### config.mk
export PLATFORM = sky130hd
export DESIGN_NAME = rcore_top
export DESIGN_NICKNAME = d
export VERILOG_FILES = /design/src/rtl/rcore_pkg.sv /design/src/rtl/rcore_decode.sv /design/src/rtl/rcore_alu.sv /design/src/rtl/rcore_regfile.sv /design/src/rtl/rcore_dmem.sv /design/src/rtl/rcore_top.sv
export SDC_FILE = /design/constraint.sdc
export NUM_CORES = 1
export LEC_CHECK = 0
export BUFFER_PORTS_ARGS = -buffer_cell sky130_fd_sc_hd__buf_4
export CORE_ASPECT_RATIO = 0.75
export CORE_UTILIZATION = 45
export CTS_CLUSTER_SIZE = 28
export DETAILED_ROUTE_END_ITERATION = 10
export GPL_ROUTABILITY_DRIVEN = 0
export PLACE_DENSITY_LB_ADDON = 0.15
export SETUP_SLACK_MARGIN = 0.4
export SYNTH_ARGS = -nofsm -noshare
export SYNTH_HDL_FRONTEND = slang
export SYNTH_SLANG_ARGS = --single-unit
### constraint.sdc
create_clock -name clk -period 4.6 [get_ports clk]
set_input_delay 0 -clock clk [delete_from_list [all_inputs] [get_ports clk]]
set_output_delay 0 -clock clk [all_outputs]
set_load 0.01 [all_outputs]
### src/rtl/rcore_pkg.sv
package rcore_pkg;

   localparam logic [5:0] OPC_REG  = 6'd0;
   localparam logic [5:0] OPC_JMP  = 6'd2;
   localparam logic [5:0] OPC_BEQ  = 6'd4;
   localparam logic [5:0] OPC_BNE  = 6'd5;
   localparam logic [5:0] OPC_ADDI = 6'd8;
   localparam logic [5:0] OPC_SLTI = 6'd10;
   localparam logic [5:0] OPC_ANDI = 6'd12;
   localparam logic [5:0] OPC_ORI  = 6'd13;
   localparam logic [5:0] OPC_LUI  = 6'd15;
   localparam logic [5:0] OPC_LDW  = 6'd35;
   localparam logic [5:0] OPC_STW  = 6'd43;

   localparam logic [5:0] FN_ADD = 6'h20;
   localparam logic [5:0] FN_SUB = 6'h22;
   localparam logic [5:0] FN_SLT = 6'h2A;

   typedef enum logic [2:0] {
      ALU_ADD,
      ALU_SUB,
      ALU_SLT,
      ALU_AND,
      ALU_OR,
      ALU_UPPER
   } alu_op_e;

   typedef struct packed {
      logic    reg_we;
      logic    dst_rd;
      logic    use_imm;
      logic    imm_zext;
      logic    mem_rd;
      logic    mem_wr;
      logic    br_eq;
      logic    br_ne;
      logic    jump;
      alu_op_e alu_op;
   } ctrl_t;

endpackage

### src/rtl/rcore_decode.sv
module rcore_decode
   import rcore_pkg::*;
(
   input  logic [5:0] opcode,
   input  logic [5:0] funct,
   output ctrl_t      ctrl
);

   always_comb begin
      ctrl = '0;
      ctrl.alu_op = ALU_ADD;
      unique case (opcode)
         OPC_REG: begin
            ctrl.dst_rd = 1'b1;
            unique case (funct)
               FN_ADD: begin ctrl.reg_we = 1'b1; ctrl.alu_op = ALU_ADD; end
               FN_SUB: begin ctrl.reg_we = 1'b1; ctrl.alu_op = ALU_SUB; end
               FN_SLT: begin ctrl.reg_we = 1'b1; ctrl.alu_op = ALU_SLT; end
               default: ctrl.reg_we = 1'b0;
            endcase
         end
         OPC_ADDI: begin
            ctrl.reg_we  = 1'b1;
            ctrl.use_imm = 1'b1;
            ctrl.alu_op  = ALU_ADD;
         end
         OPC_SLTI: begin
            ctrl.reg_we  = 1'b1;
            ctrl.use_imm = 1'b1;
            ctrl.alu_op  = ALU_SLT;
         end
         OPC_ANDI: begin
            ctrl.reg_we   = 1'b1;
            ctrl.use_imm  = 1'b1;
            ctrl.imm_zext = 1'b1;
            ctrl.alu_op   = ALU_AND;
         end
         OPC_ORI: begin
            ctrl.reg_we   = 1'b1;
            ctrl.use_imm  = 1'b1;
            ctrl.imm_zext = 1'b1;
            ctrl.alu_op   = ALU_OR;
         end
         OPC_LUI: begin
            ctrl.reg_we   = 1'b1;
            ctrl.use_imm  = 1'b1;
            ctrl.imm_zext = 1'b1;
            ctrl.alu_op   = ALU_UPPER;
         end
         OPC_LDW: begin
            ctrl.reg_we  = 1'b1;
            ctrl.use_imm = 1'b1;
            ctrl.mem_rd  = 1'b1;
         end
         OPC_STW: begin
            ctrl.use_imm = 1'b1;
            ctrl.mem_wr  = 1'b1;
         end
         OPC_BEQ: ctrl.br_eq = 1'b1;
         OPC_BNE: ctrl.br_ne = 1'b1;
         OPC_JMP: ctrl.jump  = 1'b1;
         default: ctrl.reg_we = 1'b0;
      endcase
   end

endmodule

### src/rtl/rcore_alu.sv
module rcore_alu
   import rcore_pkg::*;
#(
   parameter int XLEN = 32
) (
   input  alu_op_e         op,
   input  logic [XLEN-1:0] a,
   input  logic [XLEN-1:0] b,
   output logic [XLEN-1:0] y
);

   localparam int HALF = XLEN / 2;

   logic [XLEN-1:0] sum;
   logic [XLEN-1:0] diff;
   logic            lt_signed;

   assign sum       = a + b;
   assign diff      = a - b;
   assign lt_signed = $signed(a) < $signed(b);

   always_comb begin
      unique case (op)
         ALU_ADD:   y = sum;
         ALU_SUB:   y = diff;
         ALU_SLT:   y = {{(XLEN-1){1'b0}}, lt_signed};
         ALU_AND:   y = a & b;
         ALU_OR:    y = a | b;
         ALU_UPPER: y = {b[HALF-1:0], {HALF{1'b0}}};
         default:   y = sum;
      endcase
   end

endmodule

### src/rtl/rcore_regfile.sv
module rcore_regfile #(
   parameter int XLEN    = 32,
   parameter int REG_CNT = 32,
   localparam int IDX_W  = $clog2(REG_CNT)
) (
   input  logic             clk,
   input  logic             rst_n,
   input  logic [IDX_W-1:0] ra_idx,
   input  logic [IDX_W-1:0] rb_idx,
   output logic [XLEN-1:0]  ra_data,
   output logic [XLEN-1:0]  rb_data,
   input  logic             we,
   input  logic [IDX_W-1:0] wa_idx,
   input  logic [XLEN-1:0]  wd
);

   logic [XLEN-1:0] rf [REG_CNT];

   for (genvar i = 0; i < REG_CNT; i++) begin : g_ent
      if (i == 0) begin : g_zero
         assign rf[i] = '0;
      end else begin : g_reg
         logic [XLEN-1:0] q;
         always_ff @(posedge clk or negedge rst_n) begin
            if (!rst_n)
               q <= '0;
            else if (we && (wa_idx == IDX_W'(i)))
               q <= wd;
         end
         assign rf[i] = q;
      end
   end

   assign ra_data = rf[ra_idx];
   assign rb_data = rf[rb_idx];

   a_r7_r0_reads_zero: assert property (@(posedge clk) disable iff (!rst_n)
      (ra_idx == '0) |-> (ra_data == '0));

   a_r7_r0_reads_zero_b: assert property (@(posedge clk) disable iff (!rst_n)
      (rb_idx == '0) |-> (rb_data == '0));

endmodule

### src/rtl/rcore_dmem.sv
module rcore_dmem #(
   parameter int XLEN  = 32,
   parameter int WORDS = 64,
   localparam int IDX_W = $clog2(WORDS)
) (
   input  logic            clk,
   input  logic            rst_n,
   input  logic            rd_req,
   input  logic            wr_req,
   input  logic [XLEN-1:0] addr,
   input  logic [XLEN-1:0] wdata,
   output logic [XLEN-1:0] rdata,
   output logic            misalign
);

   logic [XLEN-1:0]  mem [WORDS];
   logic [IDX_W-1:0] idx;
   logic             unused_addr_bits;

   assign idx              = addr[IDX_W+1:2];
   assign unused_addr_bits = ^addr[XLEN-1:IDX_W+2];
   assign misalign         = (rd_req || wr_req) && (addr[1:0] != 2'b00);
   assign rdata            = mem[idx];

   always_ff @(posedge clk) begin
      if (wr_req && !misalign)
         mem[idx] <= wdata;
   end

   initial begin
      assert (WORDS == (1 << IDX_W)) else $fatal(1, "data memory depth must be a power of two");
   end

   a_r9_store_blocked: assert property (@(posedge clk) disable iff (!rst_n)
      (wr_req && misalign) |=> (mem[$past(idx)] == $past(rdata)));

endmodule

### src/rtl/rcore_top.sv
module rcore_top
   import rcore_pkg::*;
#(
   parameter int          XLEN       = 32,
   parameter int          REG_CNT    = 32,
   parameter int          IMEM_WORDS = 64,
   parameter int          DMEM_WORDS = 64,
   parameter logic [31:0] RESET_PC   = 32'h0
) (
   input  logic        clk,
   input  logic        rst_n,
   output logic        dbg_wr_en,
   output logic [4:0]  dbg_wr_idx,
   output logic [31:0] dbg_wr_data,
   output logic [31:0] dbg_pc,
   output logic        align_err
);

   localparam int IA_W  = $clog2(IMEM_WORDS);
   localparam int IMM_W = 16;
   localparam int RI_W  = $clog2(REG_CNT);

   // Instruction store: filled from outside through a hierarchical reference.
   logic [XLEN-1:0] imem_q [IMEM_WORDS];

   initial begin
      for (int i = 0; i < IMEM_WORDS; i++) imem_q[i] = '0;
   end

   initial begin
      assert (XLEN == 32) else $fatal(1, "instruction layouts fix XLEN at 32");
      assert (REG_CNT == 32) else $fatal(1, "5-bit register fields need 32 registers");
      assert (IMEM_WORDS == (1 << IA_W)) else $fatal(1, "instruction depth must be a power of two");
      assert (RESET_PC[1:0] == 2'b00) else $fatal(1, "reset PC must be word aligned");
   end

   logic [XLEN-1:0] pc_q, pc_next, pc_plus4, br_tgt, jmp_tgt;
   logic [XLEN-1:0] instr;
   logic [5:0]      f_op, f_fn;
   logic [RI_W-1:0] f_rs, f_rt, f_rd;
   logic [IMM_W-1:0] f_imm;
   logic [25:0]     f_jaddr;
   logic            unused_bits;
   ctrl_t           ctrl;

   assign instr   = imem_q[pc_q[IA_W+1:2]];
   assign f_op    = instr[31:26];
   assign f_rs    = instr[25:21];
   assign f_rt    = instr[20:16];
   assign f_rd    = instr[15:11];
   assign f_imm   = instr[15:0];
   assign f_fn    = instr[5:0];
   assign f_jaddr = instr[25:0];
   assign unused_bits = ^{instr[10:6], pc_q[XLEN-1:IA_W+2], pc_q[1:0]};

   rcore_decode u_dec (
      .opcode (f_op),
      .funct  (f_fn),
      .ctrl   (ctrl)
   );

   logic [XLEN-1:0] rs_val, rt_val, imm_ext, alu_b, alu_y, ld_data, wr_data;
   logic [RI_W-1:0] wr_idx;
   logic            misalign, commit, take;

   assign imm_ext = ctrl.imm_zext ? {{(XLEN-IMM_W){1'b0}}, f_imm}
                                  : {{(XLEN-IMM_W){f_imm[IMM_W-1]}}, f_imm};
   assign alu_b   = ctrl.use_imm ? imm_ext : rt_val;

   rcore_alu #(.XLEN(XLEN)) u_alu (
      .op (ctrl.alu_op),
      .a  (rs_val),
      .b  (alu_b),
      .y  (alu_y)
   );

   rcore_dmem #(.XLEN(XLEN), .WORDS(DMEM_WORDS)) u_dmem (
      .clk      (clk),
      .rst_n    (rst_n),
      .rd_req   (ctrl.mem_rd),
      .wr_req   (ctrl.mem_wr),
      .addr     (alu_y),
      .wdata    (rt_val),
      .rdata    (ld_data),
      .misalign (misalign)
   );

   assign wr_idx  = ctrl.dst_rd ? f_rd : f_rt;
   assign wr_data = ctrl.mem_rd ? ld_data : alu_y;
   assign commit  = ctrl.reg_we && !misalign && (wr_idx != '0);

   rcore_regfile #(.XLEN(XLEN), .REG_CNT(REG_CNT)) u_rf (
      .clk     (clk),
      .rst_n   (rst_n),
      .ra_idx  (f_rs),
      .rb_idx  (f_rt),
      .ra_data (rs_val),
      .rb_data (rt_val),
      .we      (commit),
      .wa_idx  (wr_idx),
      .wd      (wr_data)
   );

   // Next PC selection
   assign pc_plus4 = pc_q + XLEN'(4);
   assign br_tgt   = pc_plus4 + {imm_ext[XLEN-3:0], 2'b00};
   assign jmp_tgt  = {pc_plus4[XLEN-1:28], f_jaddr, 2'b00};
   assign take     = (ctrl.br_eq && (rs_val == rt_val)) ||
                     (ctrl.br_ne && (rs_val != rt_val));

   always_comb begin
      if (ctrl.jump)
         pc_next = jmp_tgt;
      else if (take)
         pc_next = br_tgt;
      else
         pc_next = pc_plus4;
   end

   always_ff @(posedge clk or negedge rst_n) begin
      if (!rst_n)
         pc_q <= RESET_PC;
      else
         pc_q <= pc_next;
   end

   assign dbg_wr_en   = rst_n && commit;
   assign dbg_wr_idx  = wr_idx;
   assign dbg_wr_data = wr_data;
   assign dbg_pc      = pc_q;
   assign align_err   = rst_n && misalign;

   a_r12_pc_step: assert property (@(posedge clk) disable iff (!rst_n)
      (!ctrl.jump && !ctrl.br_eq && !ctrl.br_ne) |=> (pc_q == $past(pc_q) + 32'd4));

   a_r12_pc_aligned: assert property (@(posedge clk) disable iff (!rst_n)
      (pc_q[1:0] == 2'b00));

   a_r11_jump_field: assert property (@(posedge clk) disable iff (!rst_n)
      ctrl.jump |=> (pc_q[27:2] == $past(f_jaddr)));

   a_r9_no_write_on_misalign: assert property (@(posedge clk) disable iff (!rst_n)
      align_err |-> !dbg_wr_en);

endmodule

==> metrics.md, run 1 <==
| Metric | Value |
|---|---|
| Design area | 1840 um^2 |
| Status | complete, but fails checks |
| First-pass GRT wire length | between 4000 and 5000 um |
| CTS H-Tree Depth | 2 |
| Cells along the critical path | nand4_1, nor3_1, nand4_1, xnor2_1 |
| Top cell type's share of synthesized area | 0.463 |
| Drt total wl | 2660 um |
| VDD IR max | 0.131 mV |
| Busiest grt layer | met2 |
| Setup TNS | 0 ps |
| Detailed-route via count | 1,040 |
| Predominant post-synthesis flop cell | dfrtp_1 |
| Psw | 0.114 mW |
| Number of I/O pins | 73 |
| GRT Total Usage | 0.149 |
| PortBufs | 31 |
| Sum of net half-perimeters after detailed placement | a little under 2000 um |
| Grt met1 use | 0.211 |
| Root buffer cell | clkbuf_8 |
| Clock Skew | 5.74 ps |
| Syn Inst Count | 153 |
| Hold Vio Cnt, Final | 0 |
| Largest net degree at the start of global routing | 31 |
| Cell with the most instances after synthesis | buf_4 |
| Worst Setup Start Kind | flip-flop |
| Initial Util | 0.483 |
| Fin crit period | about 2000 ps |
| M3 GR Usage | 0.0487 |
| DIE WIDTH | 71.3 um |
| DRT iter0 DRCs | 72 |
| Vias in the first global route | 876 |
| CTS max path bufs | 2 |
| Initial antenna violation count | 0 |
| Worst path top cell family by delay | simple AND/OR/NAND/NOR gates |
| RSZ-0062 raised after global routing | false |
| Routed len/inst | 11.5 um |
| Synth Warn # | 0 |
| Largest register FFs | 30 |
| Post-Syn Area | 1620 um^2 |
| Placed inst area | 1740 um^2 |
| EDFF count, synth | 0 |
| Routed Antenna Nets | 0 |
| Clk slew on worst S/H paths | 60 ps |
| Failing checks | design-rule violations |
| Final period util | 0.446 |
| Sw frac | 0.228 |
| Most frequent CP cell | nand4_1 |
| Syn Area/Cell | 10.6 um^2 |
| CTS tree | yes |
| CP Buf/Inv Count | 0 |
| Peak fanout along the critical path | 11 |
| Logic pwr share | 0.043 |
| Final Net Count | 193 |
| GRT overflow | 0 |
| Diode count | 0 |
| Register area share after synthesis | 0.463 |
| Slowest-stage cell, CP | nor3_1 |
| Core area | 3360 um^2 |
| Clk_lat worst skew | between 200 and 300 ps |
| Worst hold path class | input port to async pin |
| Synth-to-Final Area Change | 13.7% |
| Max incr delay on CP | 930 ps |
| Chip Height | around 54 um |
| Distinct cells, synth | 18 |
| Met2 Resource Use GR | 0.213 |
| Cell-internal power | 0.385 mW |
| Worst slew pin tran | 1130 ps |
| Post-synth top cells | buf_4, dfrtp_1, xnor2_1 |
| Post-CTS Setup Bufs | 0 |
| Slew Viols, Final | 0 |
| Pre-antenna DRT Iters | 7 |
| Core Rows | 18 |
| Die area | 3850 um^2 |
| Setup violators final | 0 |
| Worst EP required | 4760 ps |
| Crit end category | flip-flop |
| Synth top area cells | dfrtp_1, buf_4, xnor2_1 |
| Seq cells post-synth | 30 |
| Largest area contributor in the netlist | dfrtp_1 |
| CTS buffer count | 5 |
| Layout cell share with drive strength beyond 1 | 0.215 |
| Max_slew headroom | 0.243 |
| Fmax | a little under 500 MHz |
| CP arrival | 2210 ps |
| Power Density | 271 nW/um^2 |
| Clock power frac | 0.429 |
| WS Path Type | flip-flop to flip-flop |
| DRC errors left | 5 |
| TritonCTS Sinks | 30 |
| Post-synthesis async set-or-reset flop share | 1.00 |
| Max cap viols | 0 |
| Sequential power share | 0.529 |
| Leak pwr | 0.955 nW |
| Avg Vias per Cell | between 4 and 5 |
==> final cells by class <==
cell class	instances	area, um^2
clock inverters	1	5.00
inverters	3	11.3
multi-input cells	118	696
fillers	289	1510
clock buffers	7	86.3
repair buffers	32	243
flip-flops and latches	30	751
well taps	40	50.0
==> cell families (layout without fill, tap and decap cells) <==
family | Yosys count | count (layout) | synth area share
XOR/XNOR | 28 | 28 | 0.151
adder cells (fa/ha/maj) | 1 | 1 | 0.00772
buffers and inverters | 45 | 43 | 0.200
flip-flops | 30 | 30 | 0.463
other | 1 | 41 | 0.00231
AND/OR/NAND/NOR | 48 | 48 | 0.175
==> layer usage <==
metal  wire length, um  up-vias
met5                 0        -
met3               198        4
li1                  -      503
met4                29        0
met2              1120       58
met1              1310      475
==> repair_timing <==
| action | CTS | global route |
|---|---|---|
| endpoints found under the hold margin | 30 | 0 |
| hold buffers | 1 | 0 |
| gates resized for setup | 0 | 0 |
==> power by group through the flow <==
stage | logic [mW] | clock network (mW) | registers [mW]
2_1_floorplan | 0.0404 | 0 | 0.269
3_3_place_gp | 0.0203 | 0 | 0.269
3_5_place_dp | 0.0205 | 0 | 0.269
4_1_cts | 0.0211 | 0.219 | 0.264
5_1_grt | 0.0242 | 0.231 | 0.264
6_report | 0.0213 | 0.214 | 0.264
==> placed cells by master (no fill, tap or decap) <==
master          n
dfrtp_1        30
nand4_4         1
xor2_1          5
nand4_1        11
and4_1          2
nand3_1        10
nor4_1          1
dlygate4sd3_1   1
buf_4          31
and3_1          2
clkbuf_1        1
conb_1         41
nor2_1          5
nand2_1        11
inv_1           3
clkinv_2        1
nor3_1          3
xnor2_1        23
ha_1            1
clkbuf_8        6
nor3_4          2
==> final timing paths <==
path,start,endpoint,slack [ps],cells past startpoint
worst max-delay path,dbg_pc[12]$_DFF_PN0_,dbg_pc[31]$_DFF_PN0_,2550,4
worst min-delay path,rst_n,dbg_pc[23]$_DFF_PN0_,190,2
worst max register to register,dbg_pc[12]$_DFF_PN0_,dbg_pc[31]$_DFF_PN0_,2550,4
worst min register to register,dbg_pc[31]$_DFF_PN0_,dbg_pc[31]$_DFF_PN0_,480,1
max in group asynchronous,rst_n,dbg_pc[5]$_DFF_PN0_,4130,2
min in group clk,dbg_pc[31]$_DFF_PN0_,dbg_pc[31]$_DFF_PN0_,480,1
==> per-stage QoR <==
stage,worst slack (ps),std cells,hold WS (ps),util,power [mW]
2_1_floorplan,3070,193,-296,-,0.309
3_3_place_gp,2670,222,-53.0,0.519,0.289
3_5_place_dp,2590,222,-47.3,0.519,0.289
4_1_cts,2570,231,198,0.549,0.504
5_1_grt,2310,231,222,0.549,0.519
6_report,2550,231,188,0.549,0.499
==> worst register-to-register path: stages, from the launching register on <==
cell     delay [ps]
dfrtp_1         440
nand4_1         160
nor3_1          930
nand4_1         220
xnor2_1         180
No activity file was read; power rests on OpenSTA's default activity.
==> run 2: changes to the inputs <==
==> constraint.sdc (replaced) <==
create_clock -name clk -period 2.1 [get_ports clk]
set_input_delay 0 -clock clk [delete_from_list [all_inputs] [get_ports clk]]
set_output_delay 0 -clock clk [all_outputs]
set_load 0.01 [all_outputs]
==> run 2 against run 1 <==
  * The run still ends with design-rule violations left
  * Die area stayed put
  * Core utilization is 2.0 points higher
  * Register-to-register slack got worse by 2000 ps
  * Combinational power is 120% higher
  * Non-clock buffer count increased by 4
  * Highest routed layer unchanged
==> metrics.md, run 2 (synthesized netlist as in run 1, its figures left out) <==
| Metric | Value |
|---|---|
| Reg-to-reg critical path endpoint | dbg_pc[22]$_DFF_PN0_ (was dbg_pc[31]$_DFF_PN0_) |
| Crit end category | flip-flop (unchanged) |
| Logic pwr share | 0.040 (was 0.043) |
| CP arrival | 1720 ps (was 2210 ps) |
| Setup TNS | 0 ps (unchanged) |
| Fin cells | 235 (was 231) |
| Worst Setup SP | dbg_pc[2]$_DFF_PN0_ (was dbg_pc[12]$_DFF_PN0_) |
| Most frequent cells in the layout | conb_1, buf_4, dfrtp_1 (unchanged) |
| Clk_lat worst skew | 270 ps (was 280 ps) |
| Cells along the critical path | ha_1, nand3_2, nor3_4, buf_4, nand4_1, xnor2_1 (was nand4_1, nor3_1, nand4_1, xnor2_1) |
| Fin crit period | 1560 ps (was 2050 ps) |
| Setup violators final | 0 (unchanged) |
| Slowest-stage cell, CP | dfrtp_1 (was nor3_1) |
| Final period util | 0.742 (was 0.446) |
| RSZ-0062 raised after global routing | false (unchanged) |
| Peak fanout along the critical path | 6 (was 11) |
| DRT iter0 DRCs | 68 (was 72) |
| Reg-to-reg startpoint | dbg_pc[2]$_DFF_PN0_ (was dbg_pc[12]$_DFF_PN0_) |
| Total power | 1.16 mW (was 0.499 mW) |
| FILL cells | 278 (was 289) |
| Layout cell share with drive strength beyond 1 | 0.241 (was 0.215) |
| Worst Setup EP | dbg_pc[22]$_DFF_PN0_ (was dbg_pc[31]$_DFF_PN0_) |
| CTS buffer count | 5 (unchanged) |
| GRT Total Usage | 0.155 (was 0.149) |
| Leak pwr | 0.989 nW (was 0.955 nW) |
| CTS max path bufs | 2 (unchanged) |
| Final Net Count | 197 (was 193) |
| Worst hold path class | input port to async pin (unchanged) |
| Fmax | 642 MHz (was 487 MHz) |
| DRC errors left | 5 (unchanged) |
| Sw frac | 0.213 (was 0.228) |
| R2R cell count | 6 (was 4) |
| Root buffer cell | clkbuf_8 (unchanged) |
| Final worst slack | 542 ps (was 2550 ps) |
| Worst EP required | 2260 ps (was 4760 ps) |
| Synth-to-Final Area Change | 17.8% (was 13.7%) |
| WS Path Type | flip-flop to flip-flop (unchanged) |
| GRT overflow | 0 (unchanged) |
| DIE WIDTH | 71.3 um (unchanged) |
| Placement Setup Slack | 428 ps (was 2590 ps) |
| Failing checks | design-rule violations (unchanged) |
| Initial antenna violation count | 0 (unchanged) |
| CTS tree | yes (unchanged) |
| Detailed-route via count | 1,064 (was 1,040) |
| Number of I/O pins | 73 (unchanged) |
| Max cap viols | 0 (unchanged) |
| PortBufs | 31 (unchanged) |
| Pre-antenna DRT Iters | 7 (unchanged) |
| Drt total wl | 2770 um (was 2660 um) |
| Hold Vio Cnt, Final | 0 (unchanged) |
| Diode count | 0 (unchanged) |
| Sequential power share | 0.499 (was 0.529) |
| Largest net degree at the start of global routing | 31 (unchanged) |
| Power Density | 607 nW/um^2 (was 271 nW/um^2) |
| First-pass GRT wire length | 4300 um (unchanged) |
| Worst reg2reg setup slack | 540 ps (was 2550 ps) |
| Slew Viols, Final | 0 (unchanged) |
| Cell-internal power | 0.911 mW (was 0.385 mW) |
| Largest register FFs | 30 (unchanged) |
| Initial Util | 0.483 (unchanged) |
| Chip Height | 54.0 um (unchanged) |
| Routed len/inst | 11.8 um (was 11.5 um) |
| Core Rows | 18 (unchanged) |
| Die area | 3850 um^2 (unchanged) |
| Avg Vias per Cell | 4.53 (was 4.50) |
| Clk slew on worst S/H paths | 60 ps (about the same) |
| Routed Antenna Nets | 0 (unchanged) |
| Clock Skew | 4.53 ps (was 5.74 ps) |
| Core area | 3360 um^2 (unchanged) |
| VDD IR max | 0.440 mV (was 0.131 mV) |
| Max incr delay on CP | 420 ps (was 930 ps) |
| CTS H-Tree Depth | 2 (unchanged) |
| Status | complete, but fails checks (unchanged) |
| Dpl cells | 223 (was 222) |
| Worst Setup Start Kind | flip-flop (unchanged) |
| Psw | 0.247 mW (was 0.114 mW) |
| Vias in the first global route | 874 (was 876) |
| Most common cell after layout, fill and taps aside | conb_1 (unchanged) |
| Clock power frac | 0.461 (was 0.429) |
| TritonCTS Sinks | 30 (unchanged) |
| Sum of net half-perimeters after detailed placement | 1980 um (was 1940 um) |
[run 2: critical path, delay by kind of cell (launching register included)]
kind | cells | cell delay, ps
xor gates and xnor gates | 1 | 140
adders and majority gates | 1 | 220
buffers and inverters | 1 | 160
DFF | 1 | 420
and+or+nand+nor | 3 | 510
[run 2: routing by layer]
layer | GRT usage | wire, um | vias to the layer above | share of wire
met5 | 0 | 0 | - | 0
met1 | 0.218 | 1300 | 490 | 0.47
li1 | - | - | 508 | -
met4 | 0.0533 | 19 | 0 | 0.0069
met3 | 0.0618 | 207 | 2 | 0.075
met2 | 0.214 | 1240 | 64 | 0.45
[run 2: metrics by stage]
| stage | util | instance area (um^2) | hold WS [ps] |
|---|---|---|---|
| floorplan | - | 1770 | -296 |
| global placement | 0.521 | 1750 | -54.4 |
| detailed placement | 0.521 | 1750 | -51.5 |
| CTS | 0.557 | 1870 | 194 |
| global route | 0.569 | 1910 | 219 |
| finish | 0.569 | 1910 | 186 |
[run 2: worst min-delay path by stage]
stage	end	slack, ps	start	cells past startpoint
floorplan	dbg_pc[10]$_DFF_PN0_	-300	rst_n	0
global placement	dbg_pc[31]$_DFF_PN0_	-50	rst_n	1
detailed placement	dbg_pc[31]$_DFF_PN0_	-50	rst_n	1
CTS	dbg_pc[31]$_DFF_PN0_	190	rst_n	2
global route	dbg_pc[31]$_DFF_PN0_	220	rst_n	2
finish	dbg_pc[31]$_DFF_PN0_	190	rst_n	2
[run 2: power by group through the flow]
stage / Sequential [mW] / Clock [mW] / Combinational [mW]
5_1_grt: 0.578 / 0.578 / 0.0530
4_1_cts: 0.578 / 0.548 / 0.0460
6_report: 0.578 / 0.533 / 0.0464
3_3_place_gp: 0.589 / 0 / 0.0443
3_5_place_dp: 0.589 / 0 / 0.0446
2_1_floorplan: 0.589 / 0 / 0.0884
[run 2: area by class of cell]
type / instances / area (um^2) / area share
Multi-Input combinational cell: 118 / 701 / 0.367
Timing Repair Buffer: 36 / 285 / 0.150
Tap cell: 40 / 50.0 / 0.0262
Clock buffer: 8 / 110 / 0.0577
Sequential cell: 30 / 751 / 0.393
Inverter: 3 / 11.3 / 0.00590
[run 2: timing repair]
action	CTS	global route
setup endpoints to repair	0	18
resized for setup	0	1
hold buffers	1	0
setup buffers	0	3
endpoints found under the hold margin	30	0
==> run 3: changes to the inputs <==
==> constraint.sdc (replaced) <==
create_clock -name clk -period 1.5 [get_ports clk]
set_input_delay 0 -clock clk [delete_from_list [all_inputs] [get_ports clk]]
set_output_delay 0 -clock clk [all_outputs]
set_load 0.01 [all_outputs]
==> run 3 against run 2 <==
  * The flow still finishes with violations (design-rule violations)
  * Die area unchanged
  * Clock-buffer cell count unchanged
  * Critical path depth decreased by 1
  * Fmax increased by 12%
  * Cell count increased by 9.8%
  * Non-clock buffer count increased by 23
  * Highest routed layer unchanged
  * Largest power group unchanged
  * Clock skew about the same
==> metrics.md, run 3 (synthesized netlist as in run 1, its figures left out) <==
| Metric | Value |
|---|---|
| Largest register FFs | 30 (unchanged) |
| Die area | 3850 um^2 (unchanged) |
| Vias in the first global route | 1,036 (was 874) |
| CTS buffer count | 5 (unchanged) |
| Hold Vio Cnt, Final | 0 (unchanged) |
| Peak fanout along the critical path | 5 (was 6) |
| Setup violators final | 0 (unchanged) |
| Final worst slack | 107 ps (was 542 ps) |
| Worst Setup Start Kind | flip-flop (unchanged) |
| Most frequent cells in the layout | buf_4, conb_1, xnor2_1 (was conb_1, buf_4, dfrtp_1) |
| Crit end category | flip-flop (unchanged) |
| Worst EP required | 1690 ps (was 2260 ps) |
| Power Density | 722 nW/um^2 (was 607 nW/um^2) |
| Initial Util | 0.483 (unchanged) |
| Clock Skew | 4.95 ps (was 4.53 ps) |
| Avg Vias per Cell | 4.69 (was 4.53) |
| Drt total wl | 3160 um (was 2770 um) |
| Pre-antenna DRT Iters | 9 (was 7) |
| Slew Viols, Final | 0 (unchanged) |
| Clock power frac | 0.428 (was 0.461) |
| Number of I/O pins | 73 (unchanged) |
| Clk slew on worst S/H paths | 60 ps (about the same) |
| Most common cell after layout, fill and taps aside | buf_4 (was conb_1) |
| Dpl cells | 233 (was 223) |
| Fin crit period | 1390 ps (was 1560 ps) |
| Final period util | 0.929 (was 0.742) |
| Layout cell share with drive strength beyond 1 | 0.381 (was 0.241) |
| Total power | 1.53 mW (was 1.16 mW) |
| Logic pwr share | 0.043 (was 0.040) |
| Final Core Density | 0.631 (was 0.569) |
| DRT iter0 DRCs | 65 (was 68) |
| Synth-to-Final Area Change | 30.7% (was 17.8%) |
| PortBufs | 31 (unchanged) |
| Cell-internal power | 1.19 mW (was 0.911 mW) |
| Max cap viols | 0 (unchanged) |
| TritonCTS Sinks | 30 (unchanged) |
| Routed Antenna Nets | 0 (unchanged) |
| Core Rows | 18 (unchanged) |
| Psw | 0.343 mW (was 0.247 mW) |
| Sequential power share | 0.529 (was 0.499) |
| Final Net Count | 220 (was 197) |
| CTS H-Tree Depth | 2 (unchanged) |
| Detailed-route via count | 1,211 (was 1,064) |
| CP arrival | 1580 ps (was 1720 ps) |
| Worst hold path class | input port to async pin (unchanged) |
| VDD IR max | 0.470 mV (was 0.440 mV) |
| Chip Height | 54.0 um (unchanged) |
| Clk_lat worst skew | 270 ps (about the same) |
| Diode count | 0 (unchanged) |
| Fin cells | 258 (was 235) |
| First-pass GRT wire length | 4930 um (was 4300 um) |
| Setup TNS | 0 ps (unchanged) |
| Sw frac | 0.224 (was 0.213) |
| WS Path Type | flip-flop to flip-flop (unchanged) |
| Root buffer cell | clkbuf_8 (unchanged) |
| Routed len/inst | 12.2 um (was 11.8 um) |
| RSZ-0062 raised after global routing | true (was false) |
| GRT Total Usage | 0.173 (was 0.155) |
| Status | complete, but fails checks (unchanged) |
| GRT overflow | 0 (unchanged) |
| DRC errors left | 6 (was 5) |
| Core area | 3360 um^2 (unchanged) |
| Failing checks | design-rule violations (unchanged) |
| Fmax | 718 MHz (was 642 MHz) |
| Placement Setup Slack | -18.6 ps (was 428 ps) |
| Initial antenna violation count | 0 (unchanged) |
| CTS tree | yes (unchanged) |
| Leak pwr | 1.10 nW (was 0.989 nW) |
| CTS max path bufs | 2 (unchanged) |
| DIE WIDTH | 71.3 um (unchanged) |
| Largest net degree at the start of global routing | 31 (unchanged) |
| Sum of net half-perimeters after detailed placement | 2100 um (was 1980 um) |
[run 3: timing repair]
action / 4_1_cts / 5_1_grt
hold buffers: 1 / 0
setup endpoints to repair: 23 / 26
gates resized for setup: 5 / 7
gates cloned: 1 / 0
endpoints found under the hold margin: 30 / 0
pin swaps: 15 / 6
buffers inserted: 14 / 1
[run 3: worst paths after layout]
| path | start | end | slack (ps) | cells after the start |
|---|---|---|---|---|
| min reg2reg | dbg_pc[31]$_DFF_PN0_ | dbg_pc[31]$_DFF_PN0_ | 470 | 1 |
| max in group asynchronous | rst_n | dbg_pc[6]$_DFF_PN0_ | 1010 | 2 |
| max | dbg_pc[6]$_DFF_PN0_ | dbg_pc[25]$_DFF_PN0_ | 110 | 5 |
| min in group clk | dbg_pc[31]$_DFF_PN0_ | dbg_pc[31]$_DFF_PN0_ | 470 | 1 |
| min | rst_n | dbg_pc[20]$_DFF_PN0_ | 190 | 2 |
| max reg2reg | dbg_pc[6]$_DFF_PN0_ | dbg_pc[25]$_DFF_PN0_ | 110 | 5 |
[run 3: power groups by stage]
stage                     Combinational, mW  Clock (mW)  Sequential (mW)
final                                0.0652       0.654            0.809
after global routing                 0.0745       0.712            0.808
after CTS                            0.0649       0.667            0.809
after detailed placement             0.0628           0            0.824
after global placement               0.0621           0            0.824
after floorplan                       0.124           0            0.824
[run 3: worst max-delay path, cell delays in order (launching register included)]
cell and delay (ps):
dfrtp_2 390, nand4_4 170, nor3_4 270, buf_6 150, nand4_1 120, xnor2_1 210
[run 3: stage by stage]
step                area (um^2)  hold WS (ps)
finish                     2120           188
global route               2120           230
CTS                        2080           205
detailed placement         1850         -46.4
global placement           1850         -53.8
floorplan                  1800          -296
[run 3: cell type report]
type,instances,area [um^2]
well taps,40,50.0
multi-input cells,118,743
inverters,3,11.3
flip-flops and latches,30,761
fillers,278,1240
clock buffers,8,90.1
repair buffers,59,462
[run 3: per-layer routing]
metal,global-route usage,share of wire,up-vias
met4,0.0667,0.012,0
li1,-,-,555
met5,0,0,-
met3,0.0468,0.075,5
met1,0.225,0.45,579
met2,0.279,0.46,72
